[config.mk]
export PLATFORM = sky130hd
export DESIGN_NAME = lbus_strobe_timer
export DESIGN_NICKNAME = d
export VERILOG_FILES = /design/src/rtl/lbus_timer_pkg.sv /design/src/rtl/lbus_timer_regs.sv /design/src/rtl/lbus_timer_ctrl.sv /design/src/rtl/lbus_timer_dp.sv /design/src/rtl/lbus_strobe_timer.sv
export SDC_FILE = /design/constraint.sdc
export NUM_CORES = 1
export LEC_CHECK = 0
export BUFFER_PORTS_ARGS = -buffer_cell sky130_fd_sc_hd__buf_2
export CORE_ASPECT_RATIO = 0.6
export CORE_MARGIN = 8
export CORE_UTILIZATION = 50
export CTS_CLUSTER_DIAMETER = 150
export CTS_CLUSTER_SIZE = 14
export DETAILED_ROUTE_END_ITERATION = 10
export PLACE_DENSITY = 0.72
export RECOVER_POWER = 25
export SYNTH_ARGS = -nofsm -noshare
export SYNTH_HDL_FRONTEND = slang
export SYNTH_HIERARCHICAL = 1
export SYNTH_SLANG_ARGS = --single-unit
[constraint.sdc]
create_clock -name clk -period 2.15 [get_ports clk]
set_input_delay 0.43 -clock clk [delete_from_list [all_inputs] [get_ports clk]]
set_output_delay 0.43 -clock clk [all_outputs]
set_load 0.005 [all_outputs]
[src/rtl/lbus_timer_pkg.sv]
package lbus_timer_pkg;

  // Number of 4-bit offset fields packed in the timing word.
  localparam int NUM_FIELDS = 8;

  // Field slots; the order sets the bit position of each field in the word.
  localparam int F_RD_START = 0;
  localparam int F_RD_END   = 1;
  localparam int F_WR_START = 2;
  localparam int F_WR_END   = 3;
  localparam int F_RD_ON    = 4;
  localparam int F_RD_OFF   = 5;
  localparam int F_WR_ON    = 6;
  localparam int F_WR_OFF   = 7;

  // Control-to-datapath strobes.
  typedef struct packed {
    logic load;      // accept access: snapshot fields and direction
    logic enterRun;  // reference cycle reached: offset counter to 0
    logic step;      // advance offset counter
    logic inRun;     // offset counter is valid
  } timerCtl_t;

  typedef enum logic [1:0] {
    ST_IDLE = 2'd0,
    ST_PRE  = 2'd1,
    ST_RUN  = 2'd2
  } timerState_t;

endpackage

[src/rtl/lbus_timer_regs.sv]
module lbus_timer_regs
  import lbus_timer_pkg::*;
#(
  parameter int FIELD_W   = 4,
  parameter int MAX_OFF   = 10,
  parameter logic [NUM_FIELDS*FIELD_W-1:0] RESET_VAL = 32'h2121_2020
) (
  input  logic                                  clk,
  input  logic                                  rstN,
  input  logic                                  cfgWe,
  input  logic [NUM_FIELDS*FIELD_W-1:0]         cfgWdata,
  output logic [NUM_FIELDS-1:0][FIELD_W-1:0]    fields
);

  localparam logic [FIELD_W-1:0] MAX_F = FIELD_W'(MAX_OFF);

  logic [NUM_FIELDS-1:0][FIELD_W-1:0] fieldQ;

  for (genvar i = 0; i < NUM_FIELDS; i++) begin : g_field
    logic [FIELD_W-1:0] wrVal;
    logic [FIELD_W-1:0] clampVal;

    assign wrVal    = cfgWdata[i*FIELD_W +: FIELD_W];
    assign clampVal = (wrVal > MAX_F) ? MAX_F : wrVal;

    always_ff @(posedge clk or negedge rstN) begin
      if (!rstN) begin
        fieldQ[i] <= RESET_VAL[i*FIELD_W +: FIELD_W];
      end else if (cfgWe) begin
        fieldQ[i] <= clampVal;
      end
    end

    AST_RESERVED_CLAMP: assert property (@(posedge clk) disable iff (!rstN)
      (cfgWe && wrVal > MAX_F) |=> (fieldQ[i] == MAX_F));

    AST_HOLD_NO_WE: assert property (@(posedge clk) disable iff (!rstN)
      !cfgWe |=> $stable(fieldQ[i]));
  end

  assign fields = fieldQ;

endmodule

[src/rtl/lbus_timer_ctrl.sv]
module lbus_timer_ctrl
  import lbus_timer_pkg::*;
#(
  parameter int REF_DELAY = 2
) (
  input  logic      clk,
  input  logic      rstN,
  input  logic      irdySeen,
  input  logic      atEnd,
  output timerCtl_t ctl
);

  localparam int PRE_W = (REF_DELAY > 1) ? $clog2(REF_DELAY) : 1;
  localparam logic [PRE_W-1:0] PRE_LAST = PRE_W'(REF_DELAY - 1);

  timerState_t state;
  timerState_t stateNext;
  logic [PRE_W-1:0] preCnt;

  always_comb begin
    ctl          = '0;
    stateNext    = state;
    ctl.inRun    = (state == ST_RUN);
    unique case (state)
      ST_IDLE: begin
        if (irdySeen) begin
          ctl.load  = 1'b1;
          stateNext = ST_PRE;
        end
      end
      ST_PRE: begin
        if (preCnt == PRE_LAST) begin
          ctl.enterRun = 1'b1;
          stateNext    = ST_RUN;
        end
      end
      ST_RUN: begin
        if (atEnd) stateNext = ST_IDLE;
        else       ctl.step  = 1'b1;
      end
      default: stateNext = ST_IDLE;
    endcase
  end

  always_ff @(posedge clk or negedge rstN) begin
    if (!rstN) begin
      state  <= ST_IDLE;
      preCnt <= '0;
    end else begin
      state <= stateNext;
      if (ctl.load)              preCnt <= '0;
      else if (state == ST_PRE)  preCnt <= preCnt + 1'b1;
    end
  end

  AST_ACCEPT_TO_PRE: assert property (@(posedge clk) disable iff (!rstN)
    ctl.load |=> (state == ST_PRE && preCnt == '0));

  AST_NO_RESTART_BUSY: assert property (@(posedge clk) disable iff (!rstN)
    (state == ST_RUN) |=> (state != ST_PRE));

  AST_END_TO_IDLE: assert property (@(posedge clk) disable iff (!rstN)
    (state == ST_RUN && atEnd) |=> (state == ST_IDLE));

endmodule

[src/rtl/lbus_timer_dp.sv]
module lbus_timer_dp
  import lbus_timer_pkg::*;
#(
  parameter int FIELD_W = 4,
  parameter int MAX_OFF = 10
) (
  input  logic                               clk,
  input  logic                               rstN,
  input  timerCtl_t                          ctl,
  input  logic                               isWrite,
  input  logic [NUM_FIELDS-1:0][FIELD_W-1:0] fields,
  output logic                               atEnd,
  output logic                               rdStrobe,
  output logic                               wrStrobe,
  output logic                               cycleActive,
  output logic                               cycleDone
);

  localparam logic [FIELD_W-1:0] MAX_F = FIELD_W'(MAX_OFF);

  logic               dirW;
  logic [FIELD_W-1:0] startSnap;
  logic [FIELD_W-1:0] endSnap;
  logic [FIELD_W-1:0] onSnap;
  logic [FIELD_W-1:0] offSnap;
  logic [FIELD_W-1:0] offset;

  logic inWindow;
  logic strobeOn;

  // Snapshot of the fields that belong to the accepted direction.
  always_ff @(posedge clk or negedge rstN) begin
    if (!rstN) begin
      dirW      <= 1'b0;
      startSnap <= '0;
      endSnap   <= '0;
      onSnap    <= '0;
      offSnap   <= '0;
    end else if (ctl.load) begin
      dirW      <= isWrite;
      startSnap <= isWrite ? fields[F_WR_START] : fields[F_RD_START];
      endSnap   <= isWrite ? fields[F_WR_END]   : fields[F_RD_END];
      onSnap    <= isWrite ? fields[F_WR_ON]    : fields[F_RD_ON];
      offSnap   <= isWrite ? fields[F_WR_OFF]   : fields[F_RD_OFF];
    end
  end

  // Offset counter relative to the reference cycle.
  always_ff @(posedge clk or negedge rstN) begin
    if (!rstN)             offset <= '0;
    else if (ctl.enterRun) offset <= '0;
    else if (ctl.step)     offset <= offset + 1'b1;
  end

  assign atEnd       = (offset == endSnap);
  assign inWindow    = ctl.inRun && (offset < endSnap);
  assign cycleActive = inWindow && (offset >= startSnap);
  assign strobeOn    = inWindow && (offset >= onSnap) && (offset < offSnap);
  assign rdStrobe    = strobeOn && !dirW;
  assign wrStrobe    = strobeOn && dirW;
  assign cycleDone   = ctl.inRun && atEnd;

  AST_STROBE_EXCLUSIVE: assert property (@(posedge clk) disable iff (!rstN)
    !(rdStrobe && wrStrobe));

  AST_DONE_SINGLE: assert property (@(posedge clk) disable iff (!rstN)
    cycleDone |=> !cycleDone);

  AST_QUIET_AT_END: assert property (@(posedge clk) disable iff (!rstN)
    cycleDone |-> !(rdStrobe || wrStrobe || cycleActive));

  AST_OFFSET_BOUND: assert property (@(posedge clk) disable iff (!rstN)
    ctl.inRun |-> (offset <= MAX_F));

  AST_SNAPSHOT_HELD: assert property (@(posedge clk) disable iff (!rstN)
    ctl.inRun |-> ($stable(endSnap) && $stable(dirW)));

endmodule

[src/rtl/lbus_strobe_timer.sv]
module lbus_strobe_timer
  import lbus_timer_pkg::*;
#(
  parameter int FIELD_W   = 4,
  parameter int MAX_OFF   = 10,
  parameter int REF_DELAY = 2,
  parameter logic [NUM_FIELDS*FIELD_W-1:0] RESET_VAL = 32'h2121_2020
) (
  input  logic                          clk,
  input  logic                          rstN,
  input  logic                          cfgWe,
  input  logic [NUM_FIELDS*FIELD_W-1:0] cfgWdata,
  input  logic                          irdySeen,
  input  logic                          isWrite,
  output logic                          rdStrobe,
  output logic                          wrStrobe,
  output logic                          cycleActive,
  output logic                          cycleDone
);

  logic [NUM_FIELDS-1:0][FIELD_W-1:0] fields;
  timerCtl_t ctl;
  logic atEnd;

  lbus_timer_regs #(
    .FIELD_W   (FIELD_W),
    .MAX_OFF   (MAX_OFF),
    .RESET_VAL (RESET_VAL)
  ) u_regs (
    .clk      (clk),
    .rstN     (rstN),
    .cfgWe    (cfgWe),
    .cfgWdata (cfgWdata),
    .fields   (fields)
  );

  lbus_timer_ctrl #(
    .REF_DELAY (REF_DELAY)
  ) u_ctrl (
    .clk      (clk),
    .rstN     (rstN),
    .irdySeen (irdySeen),
    .atEnd    (atEnd),
    .ctl      (ctl)
  );

  lbus_timer_dp #(
    .FIELD_W (FIELD_W),
    .MAX_OFF (MAX_OFF)
  ) u_dp (
    .clk         (clk),
    .rstN        (rstN),
    .ctl         (ctl),
    .isWrite     (isWrite),
    .fields      (fields),
    .atEnd       (atEnd),
    .rdStrobe    (rdStrobe),
    .wrStrobe    (wrStrobe),
    .cycleActive (cycleActive),
    .cycleDone   (cycleDone)
  );

endmodule

=== After elaboration in Yosys (flattened, before gate mapping) ===
Index checks and enable logic that the tools add are counted.

* Add/sub/neg operators: 2
* Magnitude comparators: 12
* Equality and inequality tests: 6
* Muxes and demuxes: 26
* Reductions and logical operators: 12

{| class="wikitable"
|+ Operator list
! operator !! number
|-
| $mux 4 || 14
|-
| $gt 4x4->1 const B || 8
|-
| $ge 4x4->1 || 2
|-
| $lt 4x4->1 || 2
|-
| $mux 1 || 8
|-
| $logic_and 1x1->1 || 7
|-
| $mux 2 || 3
|-
| $pmux 2 s3 || 1
|-
| $add 4x1->4 const B || 1
|-
| $eq 4x4->1 || 1
|-
| $ne 2x2->1 const B || 2
|-
| $reduce_bool 2->1 || 2
|-
| $reduce_and 3->1 || 1
|-
| $eq 2x1->1 const B || 1
|-
| $eq 2x2->1 const B || 1
|-
| $logic_not 2->1 || 1
|-
| $ne 2x1->1 const B || 1
|-
| $add 1x1->1 const B || 1
|-
| $logic_not 1->1 || 1
|}

* Flip-flop bits (word level): 56
* Input port bits: 37

=== Longest topological paths before layout ===
Gate-level depths: netlist of the first run.

* Depth in word-level cells: 5
* Gate-level depth with buffers: 7
* Gate-level depth less buffers: 7

=== Cells and area by module ===
The synthesis of the first run kept the hierarchy.

{| class="wikitable"
|+ Modules (own cells, without submodules)
! module !! times used !! cells an instance !! area an instance (um^2) !! sequential area each (um^2)
|-
| lbus_timer_regs || 1 || 118 || 1452.6 || 808.3
|-
| lbus_timer_dp || 1 || 141 || 1331.3 || 525.5
|-
| lbus_timer_ctrl || 1 || 13 || 143.9 || 75.1
|}

=== Worst setup path after synthesis of the first run ===
No wires, ideal clock.

* Path kind: register -> output
* Start point: register u_dp.offset[2]
* End point: output port rdStrobe
* Arrival time: 1.542 ns
* Required time: 1.720 ns
* Slack: 0.178 ns
* Cell stages (with the launch flop): 6
* Buffers on the path: 0
* Path through: dfrtp_1 -> ha_1 -> o21ai_1 -> a21oi_1 -> or3b_4 -> nor4_2

* Cells in the longest elaborated chain, start to end: 5
* Elaborated cells on any way between the ends: 7
* Classes of those cells: order compare: 3; reduce/logical: 4

{| class="wikitable"
|+ RTL lines
! item !! line !! RTL
|-
| start: declaration || lbus_timer_dp.sv:26 || <nowiki>logic [FIELD_W-1:0] offset;</nowiki>
|-
| start signal: assignment || lbus_timer_dp.sv:52 || <nowiki>else if (ctl.step) offset <= offset + 1'b1;</nowiki>
|-
| $lt 4x4->1 || lbus_timer_dp.sv:56 || <nowiki>assign inWindow = ctl.inRun && (offset < endSnap);</nowiki>
|-
| $logic_and 1x1->1 || lbus_timer_dp.sv:56 ||
|-
| $logic_and 1x1->1 || lbus_timer_dp.sv:58 || <nowiki>assign strobeOn = inWindow && (offset >= onSnap) && (offset < offSnap);</nowiki>
|-
| $logic_and 1x1->1 (*) || lbus_timer_dp.sv:58 ||
|-
| $logic_and 1x1->1 (*) || lbus_timer_dp.sv:59 || <nowiki>assign rdStrobe = strobeOn && !dirW;</nowiki>
|-
| end: declaration || lbus_strobe_timer.sv:15 || <nowiki>output logic rdStrobe,</nowiki>
|}

Every way passes the cells marked *; elsewhere a longest branch is shown, timed or not.

=== Final worst setup path of the first run ===
* Start point: register u_dp.offset[3]
* End point: output port rdStrobe

The elaborated chain is that of the path after synthesis.

==> results summary, run 1 <==
The flow ran to the end, but the final reports show violations. The checks that failed: setup timing. The area of the placeable core is between 5000 and 6000 µm². The number of antenna violations at the first check in global routing is 0. The cell with the most instances after synthesis is dfrtp_1. The post-detailed-route via-to-cell ratio came out at around 5.2. The number of standard cells after synthesis came out at about 270. Routability-driven placement finished with a final weighted congestion of roughly 0.86. The compound-gate portion of the synthesized area is 0.152.

The number of standard cells in the final layout excluding fillers came out at 406. The effective utilization at floorplan is 0.521. For this run, the register share of the synthesized area comes to 0.481.

The clock reaches the later pin of the worst-skew pair after around 0.3 ns. The number of fillers in the final layout is 500. Of all cell types, the one taking the most synthesized area is dfrtp_1. For hold timing, the worst endpoint is u_regs/fields[8].

The final setup slack of the worst path is -0.210 ns. By count the netlist is led by dfrtp_1, a21oi_1, inv_1, nor2_1, mux2i_1. The uppermost layer routed is met4. The number of levels in the clock H-tree came out at 2. Detailed placement finished with a half-perimeter wire length of between 4 and 5 mm. The placed cell area is 3240 µm². Power spread over the standard cell area amounts to 957 nW/µm². The actual transition at the worst max-transition pin is roughly 1 ns. The endpoint identified for the worst register-to-register timing path is u_dp/offset[3]. The area overhead of the layout relative to synthesis is 16.6%. The share of flip-flops with an asynchronous set or reset is 1.00.

The worst clock skew on the final layout is between 0.007 and 0.008 ns. The startpoint type of the worst setup path is a flop. For this block, wires on met1 add up to 2.99 mm. The adder-cell share of the synthesized area is 0.0684. Counting distinct cell types in the post-synthesis netlist gives 40. The routed design has approximately 6.1 mm of wire. The synthesized-area fraction occupied by xor and xnor cells is 0.00897. The met2 layer wire length in the routed design came out at approximately 2.8 mm.

Setup repair after global routing could not meet its margin everywhere. The number of register bits inferred by synthesis came out at 56. OpenSTA, run right after detailed placement, puts the worst setup slack at about 0.037 ns.

The DRC marker count from the first detailed-route iteration is 78. The register clock-pin slew on the reported worst setup and hold paths is approximately 0.1 ns. The number of maximum-capacitance violations is 0.

Port buffering added 40 buffers. The number of buffers created by CTS came out at 5. The residual overflow from global routing is 0. In the detailed route, the total length drawn on met3 is around 210 µm. The total global-route track usage is 0.150. The TritonCTS clock tree is built.

The largest net degree at the start of global routing is 50. Of the available clock period, the critical path in the final layout requires 1.10. The required time at the worst-slack endpoint came out at roughly 1.7 ns. The number of DRC violations after detailed routing is 0.

The total setup violations reported at the end of the flow came out at 3. The mux cell area share after synthesis came out at 0.0927. The maximum clock rate came out at about 420 MHz. The via count of the first global-routing pass is between 2k and 2.5k. At the worst endpoint, the arrival time is slightly below 2 ns.

The synthesized design contains 0 enable-type register cells. The first-pass GRT wire length is around 10 mm. The setup path with the least slack is of type reg -> out. The final-layout setup total negative slack is -0.555 ns. The cell depth of the worst hold path is 2. The synthesized area per cell is 10.8 µm². The max-slew headroom at the worst pin is 0.334. The worst-case clock buffer depth came out at 2.

The number of core rows came out at 21. The fraction of the mapped netlist area in simple logic gates is 0.129. The synthesized cell area is between 2000 and 3000 µm². The residual antenna-violating net count after detailed routing is 0. In this run the critical register-to-register path is launched from u_dp/offset[0]. The total I/O pin count came out at 41. The die boundary width is 115 µm. For the worst flop-to-flop path, the logic depth is 7. The highest net fanout along the worst path is 4. In the final layout, the share of cells above drive strength 1 is 0.325.

After synthesis, the largest family of logic cells by area is compound AO/OA/AOI/OAI gates. The final number of max-transition violations is 0. Clock tree synthesis selected as its root buffer the cell clkbuf_8. The overall die height is 75.3 µm.

The maximum vdd ir drop came out at 0.413 mV. The die covers slightly below 9000 µm². The reported leakage power is approximately 1.6 nW.

By area the synthesized netlist is led by dfrtp_1, ha_1, mux2i_1. When the netlist entered floorplanning its net count stood at between 300 and 400. The count of synthesis-stage warnings from yosys came out at 6. The number of iterations in the first detailed-routing pass is 4. The finished cells cover 3410 µm². The register-to-register setup slack is 0.23 ns.

For this design, the sink count on the clock tree is between 50 and 60. The total count of hold-check failures in the final report is 0. Once placement completed, the tool counted placed cells totaling 392. The total number of nets in the final design is 378. The total number of vias is ~2.1k.

The min-delay analysis places its worst path in the category in -> reg. The most used flip-flop cell after synthesis is dfrtp_1. The portion of synthesized cell area occupied by the leading cell type is 0.427. After detailed routing, the average wire length per cell comes to about 15 µm. The multi-input combinational cells in the finished layout cover a total of between 1000 and 1500 µm². Subtracting the final worst setup slack from the clock period gives ~2.4 ns. The endpoint type of the worst setup path is an output port. The startpoint identified for the worst hold timing path is cfgWdata[8]. The sequential cell area is roughly 1400 µm². The antenna diode count came out at 0.
critical path, stage by stage (launching register included):
cell and delay [ns]:
dfrtp_1 0.44, buf_4 0.16, buf_4 0.13, ha_1 0.19, a221o_1 0.31, nor4_2 0.25, buf_2 0.15
per-layer routing:
layer,GRT usage,vias up
met4,0.0332,0
met2,0.244,33
met3,0.0368,5
met5,0,-
li1,-,1051
met1,0.199,1003
worst max-delay path by stage:
stage	start	endpoint	slack (ns)	cells past startpoint
detailed placement	u_dp/offset[2]	rdStrobe	0.04	6
CTS	u_dp/offset[1]	rdStrobe	-0.20	6
floorplan	u_dp/offset[2]	rdStrobe	0.18	5
finish	u_dp/offset[3]	rdStrobe	-0.21	6
global route	u_dp/offset[1]	rdStrobe	-0.27	6
global placement	u_dp/offset[2]	rdStrobe	0.07	6
logic make-up (layout without fill, tap and decap cells):
group	count (synthesis)	in the layout
AO/OA/AOI/OAI	71	71
AND/OR/NAND/NOR	64	64
flip-flops	56	56
buffers and inverters	36	90
multiplexers	26	26
adder cells (fa/ha/maj)	16	16
XOR/XNOR	3	3
registers in the layout, indices dropped and copies added, names as in the netlist:
name and flops:
u_dp/offSnap 4, u_ctrl/state 2, u_regs/fields 32, u_dp/dirW 1
u_dp/offset 4, u_dp/endSnap 4, u_dp/startSnap 4, u_ctrl/preCnt 1
u_dp/onSnap 4
per-stage QoR:
step           hold slack [ns]   util  power (mW)
2_1_floorplan            0.134      -        2.19
3_3_place_gp             0.299  0.576        2.47
3_5_place_dp             0.300  0.576        2.55
4_1_cts                  0.342  0.610        3.26
5_1_grt                  0.345  0.607        3.52
6_report                 0.348  0.607        3.27
power breakdown:
group          total, mW  switching [mW]  internal (mW)  leakage, nW
Clock              0.590           0.328          0.263       0.0445
Combinational       1.18           0.636          0.544        0.903
Sequential          1.50           0.179           1.32        0.661
Total               3.27            1.14           2.12         1.61
timing repair:
action / in CTS / in global routing
hold endpoints to repair: 7 / 0
setup endpoints to repair: 3 / 3
hold buffers: 1 / 0
pin swaps: 7 / 1
buffers inserted: 3 / 2
gates cloned: 0 / 0
resized for setup: 12 / 1
cell type report:
class / instances / area share
sequential: 56 / 0.413
multi-input combinational: 180 / 0.405
timing repair buffer: 58 / 0.0997
tap: 80 / 0.0293
inverter: 24 / 0.0264
clock buffer: 7 / 0.0253
clock inverter: 1 / 0.00220
cells in the final DEF, fill, tap and decap left out, types with 5 or more instances in the layout:
master,synthesis,final
dfrtp_1,50,50
buf_2,1,38
a21oi_1,29,29
nor2_1,24,24
inv_1,24,23
mux2i_1,17,17
o21ai_0,16,15
ha_1,16,13
buf_4,1,12
nor2b_1,9,9
mux2_2,9,9
a31o_1,8,8
a21oi_2,8,7
nor2_2,7,7
clkbuf_8,0,6
clkbuf_1,4,6
nand3b_1,6,6
dfstp_2,6,6
o21ai_2,4,5
(Power assumes the default switching activity.)
==> run 2: changes to the inputs <==
- GPL_TIMING_DRIVEN: unset -> 0
- PLACE_DENSITY: 0.72 -> 0.7
==> results summary, run 2 (synthesis results as in run 1) <==
The residual antenna-violating net count after detailed routing was 0 (unchanged). The number of core rows is 21 (unchanged). The number of antenna violations at the first check in global routing is 0 (unchanged). The highest cell delay on the worst timing path was 0.46 ns (was 0.44 ns). Setup repair after global routing missed its margin: true (unchanged). The share of post-route cells with drive strength above 1 came out at 0.322 (was 0.325). The part of the cycle the worst path needs is 1.13 (was 1.10).

Cell-by-cell trace of the critical path: buf_6, ha_4, o21ai_2, a21oi_2, or3b_4, nor4_2, buf_2 (was buf_4, buf_4, ha_1, a221o_1, nor4_2, buf_2). The die boundary width was 115 µm (unchanged). The total count of hold-check failures in the final report came to 0 (unchanged). Violations in the final reports: setup timing (unchanged). The most common cell after layout, fill and taps aside is dfrtp_1 (unchanged).

The quantity of I/O buffers inserted on ports was 38 (was 40). The final number of max-transition violations came out at 0 (unchanged). The overall power came out at 3.24 mW (was 3.27 mW).

The max-slew headroom at the worst pin is 0.0931 (was 0.334). The master of the slowest instance on the critical path is dfrtp_2 (was dfrtp_1). The overall die height came out at 75.3 µm (unchanged). The number of buffers created by CTS is 5 (unchanged). The detail-routed net length per standard cell came to 15.9 µm (was 15.0 µm).

The clock sink count is 56 (unchanged). The power density relative to cell area came out at 955 nW/µm² (was 957 nW/µm²). The die area is 8640 µm² (unchanged). The final-layout setup total negative slack came out at -0.763 ns (was -0.555 ns). The cell family contributing the most delay on the critical path was simple AND/OR/NAND/NOR gates (was buffers and inverters). The maximum vdd ir drop is 0.394 mV (was 0.413 mV). The total number of nets in the final design came to 378 (unchanged). The clock latency at the later pin of the worst-skew pair is 0.31 ns (was 0.30 ns). The largest net degree at the start of global routing came to 57 (was 50). The utilization of the core after routing was 0.604 (was 0.607).

The total setup violations reported at the end of the flow is 3 (unchanged). The DRC marker count from the first detailed-route iteration was 98 (was 78). The worst clock skew on the final layout is 0.00487 ns (was 0.00752 ns).

The total global-route track usage came out at 0.160 (was 0.150). The worst-case clock buffer depth was 2 (unchanged). The maximum clock rate was 411 MHz (was 424 MHz). The number of DRC violations after detailed routing came to 0 (unchanged).

The clock period minus worst slack is 2.43 ns (was 2.36 ns). The via count of the first global-routing pass is 2205 (was 2157). The final weighted congestion in routability-driven placement is 0.793 (was 0.859).

The half-perimeter wire length after placement is 4.79 mm (was 4.42 mm). The wire length reported by the detailed router came out at 6.46 mm (was 6.08 mm). The endpoint type of the worst setup path was an output port (unchanged). The cell area after layout came to 3400 µm² (was 3410 µm²). The number of levels in the clock H-tree is 2 (unchanged). The reported leakage power came out at 1.59 nW (was 1.61 nW). The TritonCTS clock tree was built (unchanged). The register clock-pin slew on the reported worst setup and hold paths is 0.10 ns (about the same). The data arrival time at the worst-slack endpoint is 2.00 ns (was 1.93 ns).

The startpoint type of the worst setup path was a flop (unchanged). The buffers plus inverters on the worst setup path is 2 (was 3). The residual overflow from global routing is 0 (unchanged). The effective utilization at floorplan came out at 0.521 (unchanged). The kind of critical path is reg -> out (unchanged).

The number of iterations in the first detailed-routing pass came out at 4 (unchanged). The classification of the worst-slack hold path was in -> reg (unchanged). The cell at the root of the clock tree was clkbuf_8 (unchanged). The number of maximum-capacitance violations is 0 (unchanged). The number of flip-flops in the largest register was 32 (unchanged). The area overhead of the layout relative to synthesis came out at 16.0% (was 16.6%).

The required time at the worst-slack endpoint is 1.72 ns (about the same). The final setup slack of the worst path is -0.285 ns (was -0.210 ns). Most frequent cells in the layout: dfrtp_1, buf_2, a21oi_1 (unchanged).

The area of the placeable core came to 5620 µm² (unchanged). The post-detailed-route via-to-cell ratio is 5.17 (was 5.15). Status: finished, violations left (unchanged). The total number of vias came out at 2100 (was 2092). The number of fillers in the final layout came out at 496 (was 500). The antenna diode count is 0 (unchanged).

The placed cell area came out at 3220 µm² (was 3240 µm²). The actual transition at the worst max-transition pin is 1.36 ns (was 0.999 ns). The first-pass GRT wire length is 10.7 mm (was 10.2 mm).

The highest net fanout along the worst path came out at 3 (was 4). The total I/O pin count is 41 (unchanged). The worst setup timing slack at the placement stage is -0.0977 ns (was 0.0371 ns).
[run 2: cell types whose count changed in the layout (fill, tap and decap cells not counted), sizes merged]
| cell | delta |
|---|---|
| clkbuf | +3 |
| clkinv | +1 |
| buf | -3 |
| dlygate4sd3 | -1 |
[run 2: worst paths after layout]
path                                       start  slack, ns           endpoint  depth (start not counted)
worst max-delay path              u_dp/offset[2]      -0.28           rdStrobe                          7
worst min-delay path                cfgWdata[20]       0.34  u_regs/fields[20]                          2
worst max register to register    u_dp/offset[1]       0.28     u_dp/offset[3]                          7
worst min register to register  u_regs/fields[5]       0.49   u_regs/fields[5]                          2
max in group asynchronous                   rstN       0.82     u_dp/offset[1]                          1
min in group asynchronous                   rstN       0.42  u_regs/fields[14]                          1
[run 2: timing repair]
action | 4_1_cts | 5_1_grt
hold buffers | 0 | 0
pin swaps | 6 | 3
setup endpoints to repair | 3 | 3
gates resized for setup | 10 | 6
buffers inserted | 7 | 1
[run 2: report_power, final]
| part | leakage [nW] | switching, mW | internal (mW) | total, mW |
|---|---|---|---|---|
| logic | 0.890 | 0.618 | 0.541 | 1.16 |
| registers | 0.656 | 0.179 | 1.32 | 1.50 |
| clock network | 0.0414 | 0.350 | 0.233 | 0.583 |
| total | 1.59 | 1.15 | 2.09 | 3.24 |
[run 2: area by class of cell]
| cell class | count | area [µm²] | share of cell area |
|---|---|---|---|
| plain buffers | 12 | 73.8 | 0.0217 |
| clock buffers | 6 | 72.6 | 0.0214 |
| clock inverters | 2 | 16.3 | 0.00479 |
| inverters | 24 | 90.1 | 0.0265 |
| multi-input cells | 180 | 1370 | 0.403 |
| flip-flops and latches | 56 | 1410 | 0.416 |
| well taps | 80 | 100 | 0.0295 |
| repair buffers | 46 | 262 | 0.0770 |
[run 2: per-layer routing]
layer  global-route usage  routed length (µm)  part of all wire  vias to the layer above
met5                    0                   0                 0                        -
met4               0.0303                  27            0.0042                        0
met1                0.234                3460              0.53                     1022
met2                0.237                2730              0.42                       31
li1                     -                   -                 -                     1043
met3               0.0368                 246             0.038                        4
[run 2: stage by stage]
| step | hold slack (ns) | cells |
|---|---|---|
| 2_1_floorplan | 0.134 | 272 |
| 4_1_cts | 0.338 | 405 |
| 3_3_place_gp | 0.479 | 390 |
| 5_1_grt | 0.337 | 406 |
| 6_report | 0.342 | 406 |
| 3_5_place_dp | 0.478 | 390 |
[run 2: worst reg2reg max path, cell delays in order, from the launching register on]
cell     delay (ns)
dfrtp_2        0.42
buf_4          0.15
ha_4           0.24
and4_1         0.20
nor3b_2        0.39
nand4_1        0.17
xor2_1         0.15
nor2_1         0.05
